===== config.mk =====
export PLATFORM = sky130hd
export DESIGN_NAME = pin_cfg_guard
export DESIGN_NICKNAME = d
export VERILOG_FILES = /design/src/rtl/pcg_pkg.sv /design/src/rtl/pcg_rst_sync.sv /design/src/rtl/pcg_lock_ctrl.sv /design/src/rtl/pcg_commit_mask.sv /design/src/rtl/pcg_masked_reg.sv /design/src/rtl/pin_cfg_guard.sv
export SDC_FILE = /design/constraint.sdc
export NUM_CORES = 1
export LEC_CHECK = 0
export BUFFER_PORTS_ARGS = -buffer_cell sky130_fd_sc_hd__buf_2
export CAP_MARGIN = 30
export CORE_MARGIN = 1
export CORE_UTILIZATION = 46
export CTS_BUF_LIST = sky130_fd_sc_hd__clkbuf_16
export CTS_CLUSTER_DIAMETER = 30
export DETAILED_ROUTE_END_ITERATION = 10
export PLACE_DENSITY = 0.76
export REMOVE_ABC_BUFFERS = 1
export SLEW_MARGIN = 15
export SYNTH_ARGS = -nofsm -noshare
export SYNTH_HDL_FRONTEND = slang
export SYNTH_SLANG_ARGS = --single-unit

===== constraint.sdc =====
create_clock -name clk -period 2.54 [get_ports clk]
set_input_delay 0.508 -clock clk [delete_from_list [all_inputs] [get_ports clk]]
set_output_delay 0.508 -clock clk [all_outputs]
set_load 0.02 [all_outputs]

===== src/rtl/pcg_pkg.sv =====
package pcg_pkg;
  localparam int unsigned WORD_W  = 32;
  localparam int unsigned NUM_CFG = 4;
  // index of each configuration register in the bank
  localparam int unsigned IDX_ALTFN  = 0;
  localparam int unsigned IDX_PULLUP = 1;
  localparam int unsigned IDX_CTLSEL = 2;
  localparam int unsigned IDX_DIGEN  = 3;

  typedef enum logic {
    ST_LOCKED = 1'b0,
    ST_OPEN   = 1'b1
  } lock_state_e;
endpackage


===== src/rtl/pcg_rst_sync.sv =====
module pcg_rst_sync (
  input  logic clk,
  input  logic rst_n,
  output logic rst_n_sync
);
  logic stage_q;
  logic out_q;

  always_ff @(posedge clk or negedge rst_n) begin
    if (!rst_n) begin
      stage_q <= 1'b0;
      out_q   <= 1'b0;
    end else begin
      stage_q <= 1'b1;
      out_q   <= stage_q;
    end
  end

  assign rst_n_sync = out_q;
endmodule


===== src/rtl/pcg_lock_ctrl.sv =====
module pcg_lock_ctrl
  import pcg_pkg::*;
#(
  parameter logic [WORD_W-1:0] KEY = 32'h4C4F434B
) (
  input  logic              clk,
  input  logic              rst_n,
  input  logic              wr_lock,
  input  logic              wr_mask,
  input  logic [WORD_W-1:0] wdata,
  output logic              locked
);
  lock_state_e state_q;
  lock_state_e state_d;

  always_comb begin
    state_d = state_q;
    if (wr_lock) begin
      state_d = (wdata == KEY) ? ST_OPEN : ST_LOCKED;
    end else if (wr_mask) begin
      state_d = ST_LOCKED;
    end
  end

  always_ff @(posedge clk or negedge rst_n) begin
    if (!rst_n) begin
      state_q <= ST_LOCKED;
    end else begin
      state_q <= state_d;
    end
  end

  assign locked = (state_q == ST_LOCKED);

  assert_key_opens_R2: assert property (@(posedge clk) disable iff (!rst_n)
    (wr_lock && (wdata == KEY)) |=> !locked);
  assert_bad_key_closes_R2: assert property (@(posedge clk) disable iff (!rst_n)
    (wr_lock && (wdata != KEY)) |=> locked);
  assert_mask_write_closes_R5: assert property (@(posedge clk) disable iff (!rst_n)
    wr_mask |=> locked);
  assert_other_traffic_holds_R8: assert property (@(posedge clk) disable iff (!rst_n)
    (!wr_lock && !wr_mask) |=> $stable(locked));
endmodule


===== src/rtl/pcg_commit_mask.sv =====
module pcg_commit_mask #(
  parameter int unsigned NPINS     = 8,
  parameter int unsigned GUARD_BIT = 7
) (
  input  logic             clk,
  input  logic             rst_n,
  input  logic             wr_mask,
  input  logic             locked,
  input  logic [NPINS-1:0] wdata,
  output logic [NPINS-1:0] mask
);
  logic guard_q;
  logic guard_d;
  logic guard_en;

  assign guard_en = wr_mask && !locked;

  always_comb begin
    guard_d = guard_q;
    if (guard_en) begin
      guard_d = wdata[GUARD_BIT];
    end
  end

  always_ff @(posedge clk or negedge rst_n) begin
    if (!rst_n) begin
      guard_q <= 1'b0;
    end else begin
      guard_q <= guard_d;
    end
  end

  for (genvar i = 0; i < NPINS; i++) begin : g_bit
    if (i == GUARD_BIT) begin : g_guard
      assign mask[i] = guard_q;
    end else begin : g_fixed
      assign mask[i] = 1'b1;
    end
  end

  assert_locked_ignored_R4: assert property (@(posedge clk) disable iff (!rst_n)
    (wr_mask && locked) |=> $stable(mask));
  assert_open_stores_R5: assert property (@(posedge clk) disable iff (!rst_n)
    (wr_mask && !locked) |=> (mask[GUARD_BIT] == $past(wdata[GUARD_BIT])));
endmodule


===== src/rtl/pcg_masked_reg.sv =====
module pcg_masked_reg #(
  parameter int unsigned     W   = 8,
  parameter logic [W-1:0]    RST = '0
) (
  input  logic         clk,
  input  logic         rst_n,
  input  logic         wr,
  input  logic [W-1:0] wdata,
  input  logic [W-1:0] mask,
  output logic [W-1:0] q
);
  logic [W-1:0] q_r;
  logic [W-1:0] q_d;

  always_comb begin
    q_d = q_r;
    if (wr) begin
      q_d = (q_r & ~mask) | (wdata & mask);
    end
  end

  always_ff @(posedge clk or negedge rst_n) begin
    if (!rst_n) begin
      q_r <= RST;
    end else begin
      q_r <= q_d;
    end
  end

  assign q = q_r;

  assert_masked_bits_kept_R7: assert property (@(posedge clk) disable iff (!rst_n)
    wr |=> ((q & ~$past(mask)) == ($past(q) & ~$past(mask))));
  assert_idle_stable_R7: assert property (@(posedge clk) disable iff (!rst_n)
    !wr |=> $stable(q));
endmodule


===== src/rtl/pin_cfg_guard.sv =====
module pin_cfg_guard
  import pcg_pkg::*;
#(
  parameter int unsigned NPINS     = 8,
  parameter int unsigned GUARD_BIT = 7,
  parameter int unsigned ADDR_W    = 12,
  parameter logic [WORD_W-1:0] KEY = 32'h4C4F434B,
  parameter logic [ADDR_W-1:0] OFS_LOCK = 12'h520,
  parameter logic [ADDR_W-1:0] OFS_MASK = 12'h524,
  // packed per register index: {digen, ctlsel, pullup, altfn}
  parameter logic [NUM_CFG*ADDR_W-1:0] CFG_OFS = {12'h51C, 12'h52C, 12'h510, 12'h420},
  parameter logic [NUM_CFG*NPINS-1:0]  CFG_RST = {8'h80, 8'h00, 8'h00, 8'h80}
) (
  input  logic              clk,
  input  logic              rst_n,
  input  logic [ADDR_W-1:0] bus_addr,
  input  logic              bus_wr,
  input  logic [WORD_W-1:0] bus_wdata,
  input  logic              bus_rd,
  output logic [WORD_W-1:0] bus_rdata,
  output logic [NPINS-1:0]  pin_altfn,
  output logic [NPINS-1:0]  pin_pullup,
  output logic [NPINS-1:0]  pin_ctlsel,
  output logic [NPINS-1:0]  pin_digen
);
  logic               rst_n_s;
  logic               hit_lock;
  logic               hit_mask;
  logic [NUM_CFG-1:0] hit_cfg;
  logic               locked;
  logic [NPINS-1:0]   mask;
  logic [NPINS-1:0]   cfg_q [NUM_CFG];

  pcg_rst_sync u_rst_sync (
    .clk        (clk),
    .rst_n      (rst_n),
    .rst_n_sync (rst_n_s)
  );

  always_comb begin
    hit_lock = (bus_addr == OFS_LOCK);
    hit_mask = (bus_addr == OFS_MASK);
    for (int k = 0; k < NUM_CFG; k++) begin
      hit_cfg[k] = (bus_addr == CFG_OFS[k*ADDR_W +: ADDR_W]);
    end
  end

  pcg_lock_ctrl #(.KEY(KEY)) u_lock (
    .clk     (clk),
    .rst_n   (rst_n_s),
    .wr_lock (bus_wr && hit_lock),
    .wr_mask (bus_wr && hit_mask),
    .wdata   (bus_wdata),
    .locked  (locked)
  );

  pcg_commit_mask #(.NPINS(NPINS), .GUARD_BIT(GUARD_BIT)) u_mask (
    .clk     (clk),
    .rst_n   (rst_n_s),
    .wr_mask (bus_wr && hit_mask),
    .locked  (locked),
    .wdata   (bus_wdata[NPINS-1:0]),
    .mask    (mask)
  );

  for (genvar k = 0; k < NUM_CFG; k++) begin : g_cfg
    pcg_masked_reg #(
      .W   (NPINS),
      .RST (CFG_RST[k*NPINS +: NPINS])
    ) u_reg (
      .clk   (clk),
      .rst_n (rst_n_s),
      .wr    (bus_wr && hit_cfg[k]),
      .wdata (bus_wdata[NPINS-1:0]),
      .mask  (mask),
      .q     (cfg_q[k])
    );
  end

  always_comb begin
    bus_rdata = '0;
    if (bus_rd) begin
      if (hit_lock) begin
        bus_rdata[0] = locked;
      end else if (hit_mask) begin
        bus_rdata[NPINS-1:0] = mask;
      end else begin
        for (int k = 0; k < NUM_CFG; k++) begin
          if (hit_cfg[k]) begin
            bus_rdata[NPINS-1:0] = cfg_q[k];
          end
        end
      end
    end
  end

  assign pin_altfn  = cfg_q[IDX_ALTFN];
  assign pin_pullup = cfg_q[IDX_PULLUP];
  assign pin_ctlsel = cfg_q[IDX_CTLSEL];
  assign pin_digen  = cfg_q[IDX_DIGEN];

  assert_lock_read_R3: assert property (@(posedge clk) disable iff (!rst_n_s)
    (bus_rd && hit_lock) |-> (bus_rdata[WORD_W-1:1] == '0));
  assert_guard_fn_needs_mask_R9: assert property (@(posedge clk) disable iff (!rst_n_s)
    (!mask[GUARD_BIT]) |=> (pin_altfn[GUARD_BIT] == $past(pin_altfn[GUARD_BIT])));
  assert_idle_read_zero_R10: assert property (@(posedge clk) disable iff (!rst_n_s)
    !bus_rd |-> (bus_rdata == '0));
endmodule


; Yosys cells after proc, flatten, opt, wreduce, memory -nomap -nowiden
; Index checks and enable logic that the tools add are counted.
[totals]
reg_bits = 36
inputBits = 48
wordCells = 45
output_inout_bits = 64
[classes]
n_reduce_logical = 8
n_mux = 11
bitwise_logic = 11
n_eq_ne = 7
[ops]
columns = cell, count
row1 = $eq A12 B11 Y1 const B, 6
row2 = $mux W8, 6
row3 = $and A8 B8 Y8, 5
row4 = $eq A32 B31 Y1 const B, 1
row5 = $or A8 B8 Y8, 4
row6 = $not A8 Y8, 1
row7 = $logic_and A1 B1 Y1, 7
row8 = $mux W7, 1
row9 = $mux W1, 4
row10 = $reduce_bool A2 Y1, 1
row11 = $not A1 Y1, 1

; Longest topological paths before layout
; Gate-level depths: netlist (run 1).
[logic_depth]
depth_word = 8
mapped_depth = 7
depth_no_buf = 5

; Hierarchy
; Synthesis (run 1) repeated with hierarchy kept, for this count alone.
[unflattened]
cells_unflattened = 241
hier_area_um2 = 2538.7
[by_module_without_submodules]
columns = module, seq_area_each_um2, cells_each, instances, area_each_um2
row1 = pin_cfg_guard, 0.0, 111, 1, 792.0
row2 = pcg_masked_reg (g_cfg[0].u_reg ...), 201.4, 25, 2, 362.8
row3 = pcg_masked_reg (g_cfg[1].u_reg ...), 200.2, 25, 2, 361.6
row4 = pcg_lock_ctrl, 25.0, 15, 1, 126.4
row5 = pcg_commit_mask, 25.0, 12, 1, 117.6
row6 = pcg_rst_sync, 50.0, 3, 1, 53.8

; Least setup slack after synthesis (run 1)
; OpenSTA, ideal clock, no wires.
[synth_timing]
kind = input to output
start = input bus_addr[4]
end = output bus_rdata[1]
stages = 6
path_slack_ns = -0.162
t_required_ns = 2.032
path_buffers = 1
arrival_ns = 2.194
path_cell_list = or4b_4 buf_6 nor4b_4 and2_1 o21ai_0 a21oi_1
[synth_via]
elab_chain_cells = 8
word_cells_on_any_way = 13
cone_classes = eq/ne (6) / mux (7)
[synth_rtl]
columns = item, line
row1 = from (decl), pin_cfg_guard.sv:16  ; input logic [ADDR_W-1:0] bus_addr,
row2 = $eq A12 B11 Y1, pin_cfg_guard.sv:44  ; hit_cfg[k] = (bus_addr == CFG_OFS[k*ADDR_W +: ADDR_W]);
row3 = $mux W8 (4 in series), pin_cfg_guard.sv:89  ; if (hit_cfg[k]) begin
row4 = $mux W8, pin_cfg_guard.sv:85  ; end else if (hit_mask) begin
row5 = $mux W7 (*), pin_cfg_guard.sv:83  ; if (hit_lock) begin
row6 = $mux W8 (*), pin_cfg_guard.sv:82  ; if (bus_rd) begin
row7 = to (decl), pin_cfg_guard.sv:20  ; output logic [WORD_W-1:0] bus_rdata,
; Mark *: on every way between the ends. The rest lies on a longest branch, timed or not.

; Worst setup path after layout (run 1)
[layout_timing]
start = input bus_addr[4]
end = output bus_rdata[3]
; Same word-level chain as after synthesis.

==> impl_metrics.env, run 1 <==
export IMPL_r2r_setup_slack_ns=1.49
export IMPL_final_core_util_pct=64.8
export IMPL_postRouteAntennaNets=0
export IMPL_p_int_mw=0.989
export IMPL_worstSkewPairLatency_ns=0.27
export IMPL_startpoint_type="input port"
export IMPL_synth_top_family_by_area="simple AND/OR/NAND/NOR gates"
export IMPL_post_route_period_util_pct=104
export IMPL_core_area_um2=4720
export IMPL_max_freq_ghz=0.377
export IMPL_yosys_mux_area_fraction_pct=18.7
export IMPL_hold_path_class="input port to async pin"
export IMPL_ios=112
export IMPL_ir_worst_vdd_mv=0.369
export IMPL_drive_gt1_share_pct=53.3
export IMPL_dp_hpwl_um=4590
export IMPL_initial_core_util_pct=48.1
export IMPL_gp_congestion=0.883
export IMPL_fp_dieW_um=72.3
export IMPL_status="complete, but fails checks"
export IMPL_crit_type="input port to output port"
export IMPL_p_seq_share_pct=44.4
export IMPL_violations="negative setup slack"
export IMPL_hold_viol=0
export IMPL_finalNetCount=370
export IMPL_cts_htree_levels=2
export IMPL_p_clk_share_pct=44.6
export IMPL_power_mw=1.31
export IMPL_synthAdderAreaFrac_pct=0
export IMPL_fin_crit_ns=2.65
export IMPL_crit_fanout=5
export IMPL_r2r_start="u_mask.guard_q"
export IMPL_critical_path_buf_inv_count=3
export IMPL_instances_no_fill=390
export IMPL_p_leak_nw=1.63
export IMPL_fp_dieH_um=72.3
export IMPL_drv_cap=0
export IMPL_cts_made_buffers=5
export IMPL_cts_reportedPaths_clkPinSlew_ns=0.05
export IMPL_synth_xor_area_share_pct=0
export IMPL_yosysSeqAreaShare_pct=39.8
export IMPL_clk_path_buf_depth=2
export IMPL_synth_compound_area_share_pct=10.0
export IMPL_port_buffers=87
export IMPL_power_switching_mw=0.318
export IMPL_slowest_stage="or4b_4"
export IMPL_synth_edf_count=0
export IMPL_p_sw_share_pct=24.3
export IMPL_yosysUniqueCellTypes=37
export IMPL_power_per_cell_area_nw_per_um2=427
export IMPL_avgSynthCellArea_um2=10.5
export IMPL_cp_top_family="simple AND/OR/NAND/NOR gates"
export IMPL_wl_um=6070
export IMPL_areaGrowthSynthToFinish_pct=34.8
export IMPL_drt_pass1_iterations=4
export IMPL_drc=0
export IMPL_routed_via_density=5.18
export IMPL_numPlacedInstances=381
export IMPL_ys_warn_count=0
export IMPL_tightest_slew_ns=0.510
export IMPL_path_cells="buf_6 > or4b_4 > nor4_4 > and3_4 > buf_6 > a21oi_1 > a21oi_1 > buf_4"
export IMPL_layout_setup_ws_ns=-0.112
export IMPL_max_stage_delay_ns=0.58
export IMPL_antenna_cells=0
export IMPL_async_reset_ff_share_pct=100
export IMPL_syn_area_um2=2270
export IMPL_dieArea_um2=5220
export IMPL_cts_tree="built"
export IMPL_vias=2020
export IMPL_drtIter0Drc=190
export IMPL_ys_ff_latch=36
export IMPL_reg2regPathDepth=3
export IMPL_grt_util_all_layers_pct=24.5
export IMPL_root_buffer="clkbuf_16"
export IMPL_synth_ff_type="dfrtp_1"
export IMPL_grt_antenna_before_repair=0
export IMPL_first_global_vias=1952
export IMPL_comb_power_share_pct=11.1
export IMPL_grt_remaining_overflow=0
export IMPL_rows=25
export IMPL_grt_first_pass_wirelength_um=9720
export IMPL_grt_setup_unrepaired="true"
export IMPL_grt_max_degree=35
export IMPL_timing_slew_headroom_pct=65.6
export IMPL_mostFrequentLayoutCell="buf_2"
export IMPL_crit_required_ns=2.03
export IMPL_yosys_area_share_simple_pct=19.7
export IMPL_cp_arrival_ns=2.14
export IMPL_syn_inst=216
export IMPL_most_common_layout_cells="77 x buf_2, 34 x dfrtp_1, 27 x buf_4, 25 x conb_1, 19 x a21oi_1"
export IMPL_nFillCells=370
export IMPL_worst_setup_path_end_kind="output port"
export IMPL_slew_violations=0
export IMPL_setup_viol=8
export IMPL_routedWlPerCell_um=15.6
export IMPL_clock_sinks=36
export IMPL_fin_skew_ns=0.00282
export IMPL_dp_slack_ns=-0.149
layer usage:
metal / vias up / global-route usage, % / share of wire (%)
met5: - / 0 / 0
met4: 0 / 9.59 / 1.7
li1: 935 / - / -
met2: 95 / 41.3 / 50
met3: 13 / 4.31 / 7.1
met1: 977 / 31.4 / 41
cell usage after synthesis, types with 2 or more instances:
library cell,count,area (um2)
buf_2,2,10.0
mux2_4,14,210
buf_6,3,33.8
nand3_1,10,50.1
nor4b_1,3,26.3
conb_1,2,7.51
clkbuf_1,5,18.8
nor2_1,12,45.0
nand4_1,5,31.3
dfstp_2,2,52.6
a21oi_1,23,115
and2_1,9,56.3
nor4bb_1,3,30.0
mux2_2,17,191
buf_4,25,188
inv_1,3,11.3
o21ai_0,21,105
nor4_4,2,42.5
mux2_1,2,22.5
and3_1,3,18.8
dfrtp_1,34,851
kinds of logic after synthesis:
group	count (synthesis)
muxes	33
DFF	36
and+or+nand+nor	62
buffers and inverters	38
AOI/OAI and AO/OA	45
other	2
how the worst max path moves through the flow:
stage           startpoint            to  slack, ns  depth (start not counted)
2_1_floorplan  bus_addr[5]  bus_rdata[4]      -0.80                          4
3_3_place_gp   bus_addr[4]  bus_rdata[6]      -0.13                          8
3_5_place_dp   bus_addr[4]  bus_rdata[7]      -0.15                          8
4_1_cts        bus_addr[4]  bus_rdata[3]      -0.13                          8
5_1_grt        bus_addr[4]  bus_rdata[1]      -0.18                          8
6_report       bus_addr[4]  bus_rdata[3]      -0.11                          8
through the flow:
stage	setup TNS, ns	area (um2)	hold slack, ns
6_report	-0.710	3060	0.00563
4_1_cts	-0.865	3020	0.00230
5_1_grt	-1.26	3060	0.00409
3_5_place_dp	-1.26	2830	0.279
3_3_place_gp	-1.03	2830	0.276
2_1_floorplan	-14.36	2110	0.212
power groups by stage:
stage | Clock, mW | Combinational, mW | Sequential, mW
floorplan | 0 | 0.0540 | 0.599
global placement | 0 | 0.138 | 0.590
detailed placement | 0 | 0.141 | 0.590
CTS | 0.591 | 0.142 | 0.580
global route | 0.620 | 0.158 | 0.580
finish | 0.583 | 0.145 | 0.580
layout make-up:
class / count / area [um2] / area share, %
timing repair buffer: 111 / 684 / 22.4
inverter: 3 / 11.3 / 0.368
tap: 67 / 83.8 / 2.74
clock buffer: 5 / 125 / 4.09
sequential: 36 / 903 / 29.5
clock inverter: 3 / 16.3 / 0.531
multi-input combinational: 165 / 1240 / 40.4
repair_timing:
item,in CTS,in global routing
pin swaps,2,4
cloned,0,0
setup buffers,0,1
endpoints found under the setup margin,8,8
resized for setup,20,13
hold buffers,0,0
Note: power is estimated with default switching activity, not from simulation.
==> run 2: changes to the inputs <==
--- a/config.mk
+++ b/config.mk
@@ -7,12 +7,14 @@
 export LEC_CHECK = 0
 export BUFFER_PORTS_ARGS = -buffer_cell sky130_fd_sc_hd__buf_2
 export CAP_MARGIN = 30
+export CELL_PAD_IN_SITES_DETAIL_PLACEMENT = 1
+export CELL_PAD_IN_SITES_GLOBAL_PLACEMENT = 1
 export CORE_MARGIN = 1
-export CORE_UTILIZATION = 46
+export CORE_UTILIZATION = 34
 export CTS_BUF_LIST = sky130_fd_sc_hd__clkbuf_16
 export CTS_CLUSTER_DIAMETER = 30
 export DETAILED_ROUTE_END_ITERATION = 10
-export PLACE_DENSITY = 0.76
+export PLACE_DENSITY = 0.77
 export REMOVE_ABC_BUFFERS = 1
 export SLEW_MARGIN = 15
 export SYNTH_ARGS = -nofsm -noshare
==> impl_metrics.env, run 2 (synthesis gave the netlist of run 1 again) <==
export IMPL_cts_reportedPaths_clkPinSlew_ns=0.06
export IMPL_vias=2027
export IMPL_most_common_layout_cells="77 x buf_2, 34 x dfrtp_1, 25 x conb_1, 25 x buf_4, 17 x mux2_2"
export IMPL_wl_um=7320
export IMPL_clk_path_buf_depth=2
export IMPL_antenna_cells=0
export IMPL_fin_area_um2=3190
export IMPL_grt_first_pass_wirelength_um=11400
export IMPL_routed_via_density=5.02
export IMPL_clock_sinks=36
export IMPL_power_per_cell_area_nw_per_um2=416
export IMPL_dpl_instance_area_um2=2840
export IMPL_max_freq_ghz=0.364
export IMPL_post_route_period_util_pct=108
export IMPL_drv_cap=0
export IMPL_drive_gt1_share_pct=58.7
export IMPL_drtIter0Drc=74
export IMPL_finalNetCount=374
export IMPL_first_global_vias=2243
export IMPL_fp_dieW_um=83.7
export IMPL_initial_core_util_pct=35.6
export IMPL_fin_crit_ns=2.75
export IMPL_timing_slew_headroom_pct=65.5
export IMPL_dieArea_um2=7010
export IMPL_finalHoldWorstSlack_ns=0.277
export IMPL_cts_tree="built"
export IMPL_ios=112
export IMPL_routedWlPerCell_um=18.1
export IMPL_hold_viol=0
export IMPL_power_mw=1.33
export IMPL_grt_setup_unrepaired="true"
export IMPL_layout_setup_ws_ns=-0.207
export IMPL_startpoint_type="input port"
export IMPL_p_leak_nw=1.67
export IMPL_ir_worst_vdd_mv=0.297
export IMPL_dp_hpwl_um=5540
export IMPL_tightest_slew_ns=0.510
export IMPL_crit_type="input port to output port"
export IMPL_drc=0
export IMPL_hold_path_class="flop to async pin"
export IMPL_rows=29
export IMPL_postRouteAntennaNets=0
export IMPL_numPlacedInstances=391
export IMPL_grt_antenna_before_repair=0
export IMPL_crit_fanout=9
export IMPL_grt_util_all_layers_pct=21.0
export IMPL_tns_ns=-0.822
export IMPL_cts_made_buffers=5
export IMPL_cts_htree_levels=2
export IMPL_crit_required_ns=2.03
export IMPL_cp_arrival_ns=2.24
export IMPL_r2r_start="u_mask.guard_q"
export IMPL_fin_skew_ns=0.00469
export IMPL_dp_slack_ns=-0.238
export IMPL_setup_viol=8
export IMPL_slew_violations=0
export IMPL_crit_path_start="bus_addr[4]"
export IMPL_port_buffers=87
export IMPL_final_core_util_pct=49.9
export IMPL_mostFrequentLayoutCell="buf_2"
export IMPL_fp_dieH_um=83.7
export IMPL_instances_no_fill=404
export IMPL_gp_congestion=0.767
export IMPL_worst_setup_path_end_kind="output port"
export IMPL_status="complete, but fails checks"
export IMPL_areaGrowthSynthToFinish_pct=40.4
export IMPL_core_area_um2=6390
export IMPL_grt_max_degree=35
export IMPL_drt_pass1_iterations=4
export IMPL_violations="negative setup slack"
export IMPL_worstSkewPairLatency_ns=0.28
export IMPL_root_buffer="clkbuf_16"
export IMPL_grt_remaining_overflow=0
## run 2: routing by layer
metal  vias to the layer above  share of wire, %  global-route usage (%)
li1                        948                 -                       -
met4                         0               1.2                    5.24
met3                         8               5.4                    4.65
met1                       996                41                    25.9
met2                        75                52                    37.1
met5                         -                 0                       0
## run 2: worst paths after layout
check                                        endpoint  slack, ns  depth (start not counted)
worst min-delay path              g_cfg[0].u_reg.q[3]       0.28                          1
worst max register to register                   flop       1.45                          3
max in group asynchronous          u_rst_sync.stage_q       1.91                          2
min in group clk                u_rst_sync.rst_n_sync       0.35                          0
worst min register to register    g_cfg[0].u_reg.q[3]       0.28                          1
worst max-delay path                     bus_rdata[6]      -0.21                          8
## run 2: what timing repair did
action,4_1_cts,5_1_grt
hold buffers,1,0
endpoints found under the setup margin,8,8
hold endpoints to repair,2,0
gates resized for setup,40,18
setup buffers,3,1
gates cloned,0,0
pin swaps,13,12
## run 2: layout make-up
type / instances / area (um2)
Tap cell: 77 / 96.3
Inverter: 3 / 11.3
Fill cell: 755 / 3200
Clock buffer: 5 / 125
Sequential cell: 36 / 903
Clock inverter: 3 / 17.5
Timing Repair Buffer: 115 / 736
Multi-Input combinational cell: 165 / 1300
## run 2: power breakdown
group	switching, mW	leakage (nW)	internal [mW]
Clock	0.236	0.0716	0.361
Combinational	0.0956	1.11	0.0550
Sequential	0.00230	0.491	0.577
Total	0.334	1.67	0.994
## run 2: worst max-delay path, stage by stage
cell      delay (ns)
buf_6           0.09
or4b_4          0.58
buf_4           0.18
nand2b_4        0.19
a21oi_1         0.23
o21ai_2         0.11
a21oi_2         0.19
buf_6           0.14
==> run 3: changes to the inputs <==
--- a/config.mk
+++ b/config.mk
@@ -10,13 +10,14 @@
 export CELL_PAD_IN_SITES_DETAIL_PLACEMENT = 1
 export CELL_PAD_IN_SITES_GLOBAL_PLACEMENT = 1
 export CORE_MARGIN = 1
-export CORE_UTILIZATION = 34
+export CORE_UTILIZATION = 35
 export CTS_BUF_LIST = sky130_fd_sc_hd__clkbuf_16
 export CTS_CLUSTER_DIAMETER = 30
 export DETAILED_ROUTE_END_ITERATION = 10
-export PLACE_DENSITY = 0.77
+export PLACE_DENSITY = 0.76
 export REMOVE_ABC_BUFFERS = 1
 export SLEW_MARGIN = 15
 export SYNTH_ARGS = -nofsm -noshare
 export SYNTH_HDL_FRONTEND = slang
+export SYNTH_HIERARCHICAL = 1
 export SYNTH_SLANG_ARGS = --single-unit
==> impl_metrics.env, run 3 <==
export IMPL_status="complete, but fails checks"
export IMPL_violations="negative setup slack"
export IMPL_ys_top_cells_by_area="dfrtp_1 34%, mux2_4 20%, buf_4 10%"
export IMPL_root_buffer="clkbuf_16"
export IMPL_post_route_period_util_pct=106
export IMPL_tns_ns=-0.868
export IMPL_clock_sinks=36
export IMPL_grt_first_pass_wirelength_um=12900
export IMPL_ys_warn_count=6
export IMPL_synthTopCellsByCount="37 x nand2_1, 34 x buf_4, 34 x dfrtp_1"
export IMPL_cts_htree_levels=2
export IMPL_cp_arrival_ns=2.19
export IMPL_fp_dieH_um=87.2
export IMPL_ios=112
export IMPL_fin_skew_ns=0.00365
export IMPL_grt_remaining_overflow=0
export IMPL_p_leak_nw=1.83
export IMPL_drive_gt1_share_pct=54.8
export IMPL_worst_setup_path_end_kind="output port"
export IMPL_first_global_vias=2449
export IMPL_routedWlPerCell_um=18.2
export IMPL_cts_tree="built"
export IMPL_hold_path_class="input port to async pin"
export IMPL_cts_made_buffers=5
export IMPL_synth_edf_count=0
export IMPL_gp_congestion=0.845
export IMPL_wl_um=8400
export IMPL_clk_path_buf_depth=2
export IMPL_dp_hpwl_um=6180
export IMPL_drv_cap=0
export IMPL_ir_worst_vdd_mv=0.201
export IMPL_hold_viol=0
export IMPL_worstSkewPairLatency_ns=0.28
export IMPL_rows=30
export IMPL_cts_hold_buf=0
export IMPL_dp_slack_ns=-0.288
export IMPL_drtIter0Drc=184
export IMPL_dieArea_um2=7600
export IMPL_instances_no_fill=461
export IMPL_r2r_setup_slack_ns=1.58
export IMPL_slew_violations=0
export IMPL_async_reset_ff_share_pct=100
export IMPL_routed_via_density=4.98
export IMPL_fin_crit_ns=2.70
export IMPL_drc=0
export IMPL_synth_ff_type="dfrtp_1"
export IMPL_antenna_cells=0
export IMPL_vias=2294
export IMPL_grt_antenna_before_repair=0
export IMPL_setup_viol=8
export IMPL_areaGrowthSynthToFinish_pct=37.2
export IMPL_crit_required_ns=2.03
export IMPL_most_common_layout_cells="76 x buf_2, 46 x buf_4, 37 x nand2_1, 34 x dfrtp_1, 33 x mux2_4"
export IMPL_cts_reportedPaths_clkPinSlew_ns=0.05
export IMPL_ys_ff_latch=36
export IMPL_drt_pass1_iterations=4
export IMPL_grt_util_all_layers_pct=22.6
export IMPL_power_per_cell_area_nw_per_um2=381
export IMPL_avgSynthCellArea_um2=10.5
export IMPL_crit_type="input port to output port"
export IMPL_mostFrequentLayoutCell="buf_2"
export IMPL_core_area_um2=6910
export IMPL_grt_setup_unrepaired="true"
export IMPL_port_buffers=87
export IMPL_yosysSeqAreaShare_pct=35.6
export IMPL_crit_fanout=5
export IMPL_initial_core_util_pct=36.8
export IMPL_numPlacedInstances=450
export IMPL_layout_setup_ws_ns=-0.162
export IMPL_final_core_util_pct=50.4
export IMPL_syn_inst=241
export IMPL_syn_area_um2=2540
export IMPL_fp_dieW_um=87.2
export IMPL_synthMostInstantiatedCell="nand2_1"
export IMPL_finalNetCount=412
export IMPL_synth_top_area_share_pct=33.5
export IMPL_startpoint_type="input port"
export IMPL_yosysUniqueCellTypes=41
export IMPL_max_freq_ghz=0.370
export IMPL_postRouteAntennaNets=0
export IMPL_synth_top_area_cell="dfrtp_1"
export IMPL_grt_max_degree=35
## run 3: changes by cell type after synthesis, moves of 9 or more
| cell | delta |
|---|---|
| nand2_1 | +36 |
| mux2_4 | +19 |
| mux2_2 | -17 |
| a21oi_1 | -16 |
| o21ai_0 | -12 |
| buf_4 | +9 |
| nand3_1 | -9 |
## run 3: what timing repair did
action | 4_1_cts | 5_1_grt
setup buffers | 2 | 1
gates resized for setup | 27 | 17
pin swaps | 10 | 9
setup endpoints to repair | 8 | 8
## run 3: metrics by stage
stage | total power, mW | cell area (um2) | hold WS (ns)
after detailed placement | 0.733 | 3170 | 0.294
after global placement | 0.728 | 3170 | 0.278
after global routing | 1.38 | 3480 | 0.00313
final | 1.33 | 3480 | 0.00367
after CTS | 1.33 | 3420 | 0.000352
after floorplan | 0.653 | 2290 | 0.212
## run 3: metal layers
| metal | global-route usage [%] | part of all wire [%] | vias to the layer above |
|---|---|---|---|
| met3 | 3.70 | 4.0 | 14 |
| met1 | 28.8 | 42 | 1155 |
| met4 | 4.17 | 2.2 | 0 |
| met5 | 0 | 0 | - |
| met2 | 40.4 | 52 | 79 |
| li1 | - | - | 1046 |
## run 3: path summary, 6_finish.rpt
path                                         endpoint  depth (start not counted)                  start
worst min-delay path               u_rst_sync/stage_q                          1                  rst_n
min in group clk                u_rst_sync/rst_n_sync                          0     u_rst_sync/stage_q
max in group asynchronous                   async pin                          1  u_rst_sync/rst_n_sync
worst max-delay path                     bus_rdata[2]                          8            bus_addr[6]
worst max register to register         u_mask/guard_q                          3         u_lock/state_q
worst min register to register              async pin                          1  u_rst_sync/rst_n_sync
## run 3: area by class of cell
class                           count  area (um2)
Clock buffer                        5         125
Clock inverter                      3        13.8
Fill cell                         813        3420
Inverter                            2        7.51
Multi-Input combinational cell    188        1480
Sequential cell                    36         903
Tap cell                           96         120
Timing Repair Buffer              131         836
## run 3: cell families (layout without fill, tap and decap cells)
group,after synthesis,count (layout),share of synthesized area (%)
and+or+nand+nor,87,87,20.2
buffers and inverters,46,141,14.2
AOI/OAI and AO/OA,36,36,10.1
DFF,36,36,35.6
muxes,33,33,19.5
other,3,32,0.444
## run 3: critical path, cell delays in order
cell and delay [ns]:
buf_6 0.09, or4b_4 0.60, buf_6 0.17, a21oi_2 0.13
o21ai_1 0.07, a222oi_1 0.35, nor2_1 0.11, buf_4 0.17
## run 3: power breakdown
group / total [mW] / switching [mW] / internal (mW) / leakage (nW)
logic: 0.163 / 0.103 / 0.0598 / 1.28
registers: 0.579 / 0.00162 / 0.577 / 0.486
clock network: 0.584 / 0.228 / 0.356 / 0.0710
